File: config.mk
export PLATFORM = sky130hd
export DESIGN_NAME = spill_start_sequencer
export DESIGN_NICKNAME = d
export VERILOG_FILES = /design/src/rtl/spill_start_sequencer.sv
export SDC_FILE = /design/constraint.sdc
export NUM_CORES = 1
export LEC_CHECK = 0
export BUFFER_PORTS_ARGS = -buffer_cell sky130_fd_sc_hd__buf_2
export CAP_MARGIN = 20
export CORE_AREA = 2 2 61 63
export CTS_BUF_LIST = sky130_fd_sc_hd__clkbuf_4
export DETAILED_ROUTE_END_ITERATION = 12
export DIE_AREA = 0 0 63 65
export GPL_ROUTABILITY_DRIVEN = 0
export GPL_TIMING_DRIVEN = 0
export HOLD_SLACK_MARGIN = 0.06
export PLACE_DENSITY = 0.81
export SETUP_SLACK_MARGIN = 0.5
export SYNTH_ARGS = -nofsm -noshare
export SYNTH_HDL_FRONTEND = slang
export SYNTH_SLANG_ARGS = --single-unit
File: constraint.sdc
create_clock -name clk -period 2.55 [get_ports clk]
set_clock_uncertainty 0.05 [all_clocks]
set_input_delay 0.1275 -clock clk [delete_from_list [all_inputs] [get_ports clk]]
set_output_delay 0.1275 -clock clk [all_outputs]
set_load 0.1 [all_outputs]
File: src/rtl/spill_start_sequencer.sv
module spill_start_sequencer #(
  parameter int DLY_W      = 8,
  parameter int RST_W      = 8,
  parameter int FIXED_CLKS = 74
) (
  input  logic             clk,
  input  logic             rst_n,
  input  logic             hdr_start,
  input  logic             spill_cmd,
  input  logic             spill_clr_ts,
  input  logic [DLY_W-1:0] trig_delay,
  input  logic [RST_W-1:0] rst_len,
  output logic             preamp_rst,
  output logic             integ_start,
  output logic             ts_clr,
  output logic             overlap
);
  localparam int FIX_LOAD = FIXED_CLKS - 2;
  localparam int REG_W    = (DLY_W > RST_W) ? DLY_W : RST_W;
  localparam int FIX_W    = $clog2(FIXED_CLKS);
  localparam int CW       = (FIX_W > REG_W) ? FIX_W : REG_W;

  typedef enum logic [2:0] {S_IDLE, S_FIXED, S_DELAY, S_PRST, S_INTEG} st_t;

  st_t             st;
  logic [CW-1:0]   cnt;
  logic [DLY_W-1:0] dly_q;
  logic [RST_W-1:0] len_q;
  logic            armed, clr_q;

  wire cnt_zero = (cnt == '0);
  wire go_now   = armed | spill_cmd;

  always_ff @(posedge clk) begin
    if (!rst_n) begin
      st      <= S_IDLE;
      cnt     <= '0;
      dly_q   <= '0;
      len_q   <= '0;
      armed   <= 1'b0;
      clr_q   <= 1'b0;
      overlap <= 1'b0;
    end else begin
      overlap <= hdr_start && (st != S_IDLE);
      case (st)
        S_IDLE: if (hdr_start) begin
          st    <= S_FIXED;
          cnt   <= CW'(FIX_LOAD);
          dly_q <= trig_delay;
          len_q <= rst_len;
          armed <= 1'b0;
          clr_q <= 1'b0;
        end
        S_FIXED: begin
          if (spill_cmd) begin
            armed <= 1'b1;
            clr_q <= spill_clr_ts;
          end
          if (!cnt_zero) cnt <= cnt - CW'(1);
          else if (!go_now) st <= S_IDLE;
          else if (dly_q != '0) begin
            st  <= S_DELAY;
            cnt <= CW'(dly_q) - CW'(1);
          end else begin
            st  <= S_PRST;
            cnt <= CW'(len_q);
          end
        end
        S_DELAY: begin
          if (!cnt_zero) cnt <= cnt - CW'(1);
          else begin
            st  <= S_PRST;
            cnt <= CW'(len_q);
          end
        end
        S_PRST: begin
          if (!cnt_zero) cnt <= cnt - CW'(1);
          else st <= S_INTEG;
        end
        S_INTEG: st <= S_IDLE;
        default: st <= S_IDLE;
      endcase
    end
  end

  assign preamp_rst  = (st == S_PRST);
  assign integ_start = (st == S_INTEG);
  assign ts_clr      = integ_start & clr_q;

  logic [CW:0] pr_run;
  always_ff @(posedge clk) begin
    if (!rst_n) pr_run <= '0;
    else        pr_run <= preamp_rst ? pr_run + (CW+1)'(1) : '0;
  end

  // reset pulse length is the captured value plus one
  a_r3_prst_len: assert property (@(posedge clk) disable iff (!rst_n)
    $fell(preamp_rst) |-> (pr_run == (CW+1)'(len_q) + (CW+1)'(1)));
  // reset pulse is directly followed by integration start
  a_r3_prst_then_integ: assert property (@(posedge clk) disable iff (!rst_n)
    $fell(preamp_rst) |-> integ_start);

  a_r4_integ_single: assert property (@(posedge clk) disable iff (!rst_n)
    integ_start |=> !integ_start);

  a_r5_ts_with_integ: assert property (@(posedge clk) disable iff (!rst_n)
    ts_clr |-> integ_start);

  a_r8_overlap_single: assert property (@(posedge clk) disable iff (!rst_n)
    overlap |=> !overlap || $past(hdr_start));
  a_r3_outputs_exclusive: assert property (@(posedge clk) disable iff (!rst_n)
    $onehot0({preamp_rst, integ_start}));
endmodule

=== Word level (Yosys, flattened, before mapping) ===
Index checks and enable logic that the tools add are counted.

* $add $sub $neg: 2
* Equal/unequal tests: 11
* Reduce and logical (&&, ||, !) cells: 11
* Mux-type cells: 19
* Bitwise logic cells: 2

{| class="wikitable"
|+ Operators by type and width
! operator !! number
|-
| 8-bit two-way mux || 6
|-
| 8-bit one-hot mux with 4 select lines || 1
|-
| 8-bit by 1-bit subtractor with 8-bit output, second input constant || 2
|-
| 3-bit two-way mux || 4
|-
| 3-bit one-hot mux with 4 select lines || 1
|-
| 2-bit inequality test, second input constant || 5
|-
| 8-bit logical NOT || 1
|-
| 4-bit AND reduction || 2
|-
| 8-bit nonzero test || 1
|-
| 3-bit by 2-bit == test with 1-bit output, second input constant || 2
|-
| 1-bit two-way mux || 4
|-
| 1-bit one-hot mux with 2 select lines || 2
|-
| 4-bit nonzero test || 1
|-
| 3-bit by 1-bit == test with 1-bit output, second input constant || 1
|-
| 3-bit == test, second input constant || 1
|-
| 3-bit logical NOT || 1
|-
| 3-bit inequality test, second input constant || 1
|-
| 3-bit AND reduction || 1
|-
| 3-bit nonzero test || 1
|-
| 2-bit two-way mux || 1
|-
| 2-bit by 1-bit inequality test with 1-bit output, second input constant || 1
|-
| 2-bit AND reduction || 1
|-
| 2-bit nonzero test || 1
|-
| 1-bit AND || 1
|-
| other kinds (2) || 2
|}

* Register bits: 30
* Logic and storage cells: 52
* Output and inout port bits: 4
* Input bits: 21

=== Logic depth before layout (Yosys ltp) ===
* Depth in word-level cells: 5
* Depth in mapped cells: 8

=== Least setup slack after synthesis ===
Ideal clock, no wire load.

* Path kind: register to output
* From: register st[0]
* To: output ts_clr
* Cell stages (with the launch flop): 4
* Setup slack: -1449 ps
* Data arrival time: 3821 ps
* Required time: 2372 ps
* Cells stage by stage: dfxtp_1 > clkbuf_1 > nor3b_1 > and2_1

* Cells in the longest elaborated chain, start to end: 2

{| class="wikitable"
|+ RTL lines
! item !! RTL line !! source
|-
| start: declaration || 25 || <nowiki>st_t st;</nowiki>
|-
| start signal: assignment || 36 || <nowiki>st <= S_IDLE;</nowiki>
|-
| start signal: assignment || 47 || <nowiki>st <= S_FIXED;</nowiki>
|-
| start signal: assignment || 60 || <nowiki>else if (!go_now) st <= S_IDLE;</nowiki>
|-
| 3-bit == test || 87 || <nowiki>assign integ_start = (st == S_INTEG);</nowiki>
|-
| via integ_start || 14 || <nowiki>output logic integ_start,</nowiki>
|-
| 1-bit AND || 88 || <nowiki>assign ts_clr = integ_start & clr_q;</nowiki>
|-
| end: declaration || 15 || <nowiki>output logic ts_clr,</nowiki>
|}

The timed path passes the listed nets, and every way through them passes these cells.

=== Worst setup path after layout ===
* From: register dly_q[0]
* To: register cnt[7]

* Cells in the longest elaborated chain, start to end: 5
* Elaborated cells on any way between the ends: 6
* Those cells by class: add/sub: 1; mux: 4; reduce/logical: 1

{| class="wikitable"
|+ RTL lines
! item !! RTL line !! source
|-
| start: declaration || 27 || <nowiki>logic [DLY_W-1:0] dly_q;</nowiki>
|-
| start signal: assignment || 49 || <nowiki>dly_q <= trig_delay;</nowiki>
|-
| 8-bit by 1-bit subtractor with 8-bit output or 8-bit nonzero test (tied branches) || 63, 61 ||
|-
| 8-bit two-way mux * || 61 || <nowiki>else if (dly_q != '0) begin</nowiki>
|-
| 8-bit two-way mux * || 60 ||
|-
| 8-bit two-way mux * || 59 || <nowiki>if (!cnt_zero) cnt <= cnt - CW'(1);</nowiki>
|-
| 8-bit one-hot mux with 4 select lines * || 45 || <nowiki>case (st)</nowiki>
|-
| end signal: assignment || 48 || <nowiki>cnt <= CW'(FIX_LOAD);</nowiki>
|-
| end signal: assignment || 59 ||
|-
| end signal: assignment || 63 || <nowiki>cnt <= CW'(dly_q) - CW'(1);</nowiki>
|-
| end: declaration || 26 || <nowiki>logic [CW-1:0] cnt;</nowiki>
|}

Every way passes the cells marked *; elsewhere a longest branch is shown, timed or not. The select of a mux whose other input is x is not followed.
A chain may end at the register's enable or synchronous reset.

==> impl_results.md <==
* TritonCTS clock tree: built
* Yosys top cell by area: dfxtp_1
* Seq pwr share at between 20 and 30%
* Syn Std Cell Area at 1850 sq um
* Maximum clock rate at 484 MHz
* Worst skew pair latency at roughly 0.35 ns
* CP required at 2.74 ns
* Slew HR at between 60 and 70%
* Slew Viols, Final at 0
* GRT Residual Overflow at 0
* Hold Vio Cnt, Final at 0
* Buffers on Ports at 24
* Status: completed
* Post-Syn Nets at between 200 and 300
* Area grow syn2layout at 34.4%
* VDD IR-drop max at 622 uV
* Die ar. at 4100 sq um
* Top-count cell post-synth: nand2_1
* Final HPWL from detailed placement at approximately 3300 microns
* Number of enable-type register cells in the synthesized netlist at 0
* Cell internal pwr at around 1.3 mW
* Final period util at 81.0%
* Start point of the critical path: dly_q[0]$_SDFFE_PN0P_
* Post-synth ARST share at 0%
* Slowest CP cell: or4_1
* Initial Utilization at between 50% and 60%
* Worst Tran Pin Value at 0.544 ns
* Clk buf depth at 2
* Vias/cell at around 5.7
* Synthesized area per cell at about 8 sq um
* PwrDens at slightly below 1000 nW/um^2
* Worst setup EP type: flop
* Hold_sp: spill_cmd
* First-pass GRT wire length at 8080 microns
* Final min period at between 2 and 2.5 ns
* Clock slew at reported path FFs at roughly 0.1 ns
* Synth top area share at roughly a third
* Via count at roughly 2,000
* Psw at between 1 and 1.5 mW
* Top post-synthesis cells by area: dfxtp_1 (33%), nand2_1 (9.1%), a21oi_1 (8.1%)
* Fill count at approximately 260
* # DRC at 0
* R2R setup slack at around 0.49 ns
* Row count at 22
* Final WL at around 5200 microns
* Initial antenna violation count at 0
* Worst Path Max Fanout at 4
* Setup violators final at 0
* DIE WIDTH at 63 microns
* CTS H-tree lvls at 2
* CORE AREA at about 3500 sq um
* DR iter-0 viols at about 170
* Power share of the clock group at 11.6%
* Register area share after synthesis at 32.5%
* Max-cap check violation count at 0
* Sink Count at 30
* Synth cell types at 53
* Yosys warning count at 0
* Synth cell count leaders: nand2_1 (45), a21oi_1 (30), dfxtp_1 (30)
* Initial DRT Pass Iterations at 4
* Number of diodes at 0
* Type of origin of the critical path: flop
* Post-route ant nets at 0
* Boundary pin count at 25
* Largest net degree at the start of global routing at 11
* Worst min path class: in2reg
* NumNets Final at around 320
* Layout cells sized above 1 at 29.8%
* CTS Root Cell: clkbuf_4
* Post-Syn Instances at between 200 and 250
* WL/cell at between 15 and 20 microns
* Worst Setup Path Type: reg2reg
* CP peak stage delay at roughly 0.57 ns
* RSZ-0062 raised after global routing: true
* Number of buffers created by CTS at 5
* Cell Chain, Critical Path: or4_1 > nor4_2 > mux2_1 > a21oi_1 > a21oi_1
* Crit path top cell by count: a21oi_1
* Leakage power at a little under 1 nW
* #FFs+latches synth at 30
* Switching share of power at 44.7%
* Combinational Power Share at roughly 60%
* Reg2Reg Launch Point: dly_q[0]$_SDFFE_PN0P_
* Total global-route track usage at between 20% and 30%
* Height of the chip at 65 microns
* Worst Path Arrival at around 2.3 ns
* Tot Pwr at around 2.4 mW
* Fin Setup TNS at 0 ns
* Main flop type after synthesis: dfxtp_1
* Vias in the first global route at about 1,800
per-stage QoR:
stage / hold WS [ns] / instance area (sq um) / setup slack, ns / instances / util [%]
floorplan: 0.191 / 1870 / 0.461 / 231 / -
global placement: 0.318 / 2050 / 0.320 / 303 / 58.6
detailed placement: 0.325 / 2050 / 0.297 / 303 / 58.6
CTS: 0.145 / 2390 / 0.506 / 337 / 68.5
global route: 0.163 / 2480 / 0.427 / 343 / 71.0
finish: 0.139 / 2480 / 0.485 / 343 / 71.0
area by class of cell:
cell class / count / area [sq um] / area share [%]
buffer: 10 / 63.8 / 2.57
clock buffer: 5 / 37.5 / 1.51
clock inverter: 3 / 16.3 / 0.655
inverter: 8 / 35.0 / 1.41
multi-input combinational: 183 / 1240 / 50.1
sequential: 30 / 617 / 24.8
tap: 48 / 60.1 / 2.42
timing repair buffer: 56 / 410 / 16.5
what timing repair did:
item	CTS	global route
setup buffers	6	6
hold endpoints to repair	21	0
setup endpoints to repair	6	16
hold buffers	20	0
gates resized for setup	17	13
pin swaps	5	6
cell families (layout without fill, tap and decap cells):
logic type / after synthesis / count (layout) / share of synthesized area, %
mux: 1 / 1 / 0.610
flops: 30 / 30 / 32.5
fa+ha+maj: 4 / 4 / 2.71
compound gates: 60 / 60 / 21.7
simple gates: 110 / 110 / 33.8
buf+inv: 18 / 82 / 4.88
xor+xnor: 8 / 8 / 3.79
final timing paths:
kind | endpoint | depth (start not counted)
hold / removal | st[1]$_SDFFE_PN0P_ | 5
setup reg to reg | cnt[7]$_SDFFE_PN0P_ | 5
setup / recovery | cnt[7]$_SDFFE_PN0P_ | 5
hold reg to reg | len_q[0]$_SDFFE_PN0P_ | 2
critical path, delay by kind of cell, from the launching register on:
family	cells	cell delay, ns
flops	1	0.37
mux	1	0.37
compound gates	2	0.37
simple gates	2	0.79
power by group through the flow:
stage,Sequential [mW],Clock [mW],Combinational (mW)
finish,0.681,0.281,1.46
global placement,0.673,0,1.15
CTS,0.669,0.283,1.30
global route,0.690,0.309,1.59
floorplan,0.660,0,0.955
detailed placement,0.678,0,1.16
routing by layer:
metal	up-vias	share of wire [%]	track usage (%)
met4	0	3.8	12.2
met2	78	50	44.7
met3	23	5.8	6.08
li1	949	-	-
met1	901	41	29.5
met5	-	0	0
state kept, by name, summed over array words and instances (netlist names):
register,count
cnt,8
dly_q,8
len_q,8
st,3
armed,1
clr_q,1
overlap,1
cell usage in the layout, fill, tap and decap left out, types with 4 or more instances in the layout:
| cell | instances |
|---|---|
| a21oi_1 | 29 |
| buf_2 | 24 |
| buf_4 | 12 |
| clkbuf_1 | 4 |
| clkbuf_4 | 5 |
| dfxtp_1 | 23 |
| dfxtp_2 | 4 |
| dlygate4sd3_1 | 20 |
| inv_1 | 4 |
| nand2_1 | 45 |
| nand2b_1 | 4 |
| nand3_1 | 4 |
| nor2_1 | 13 |
| nor2b_1 | 5 |
| nor3_1 | 6 |
| xnor2_1 | 5 |
No activity file was read; power rests on OpenSTA's default activity.
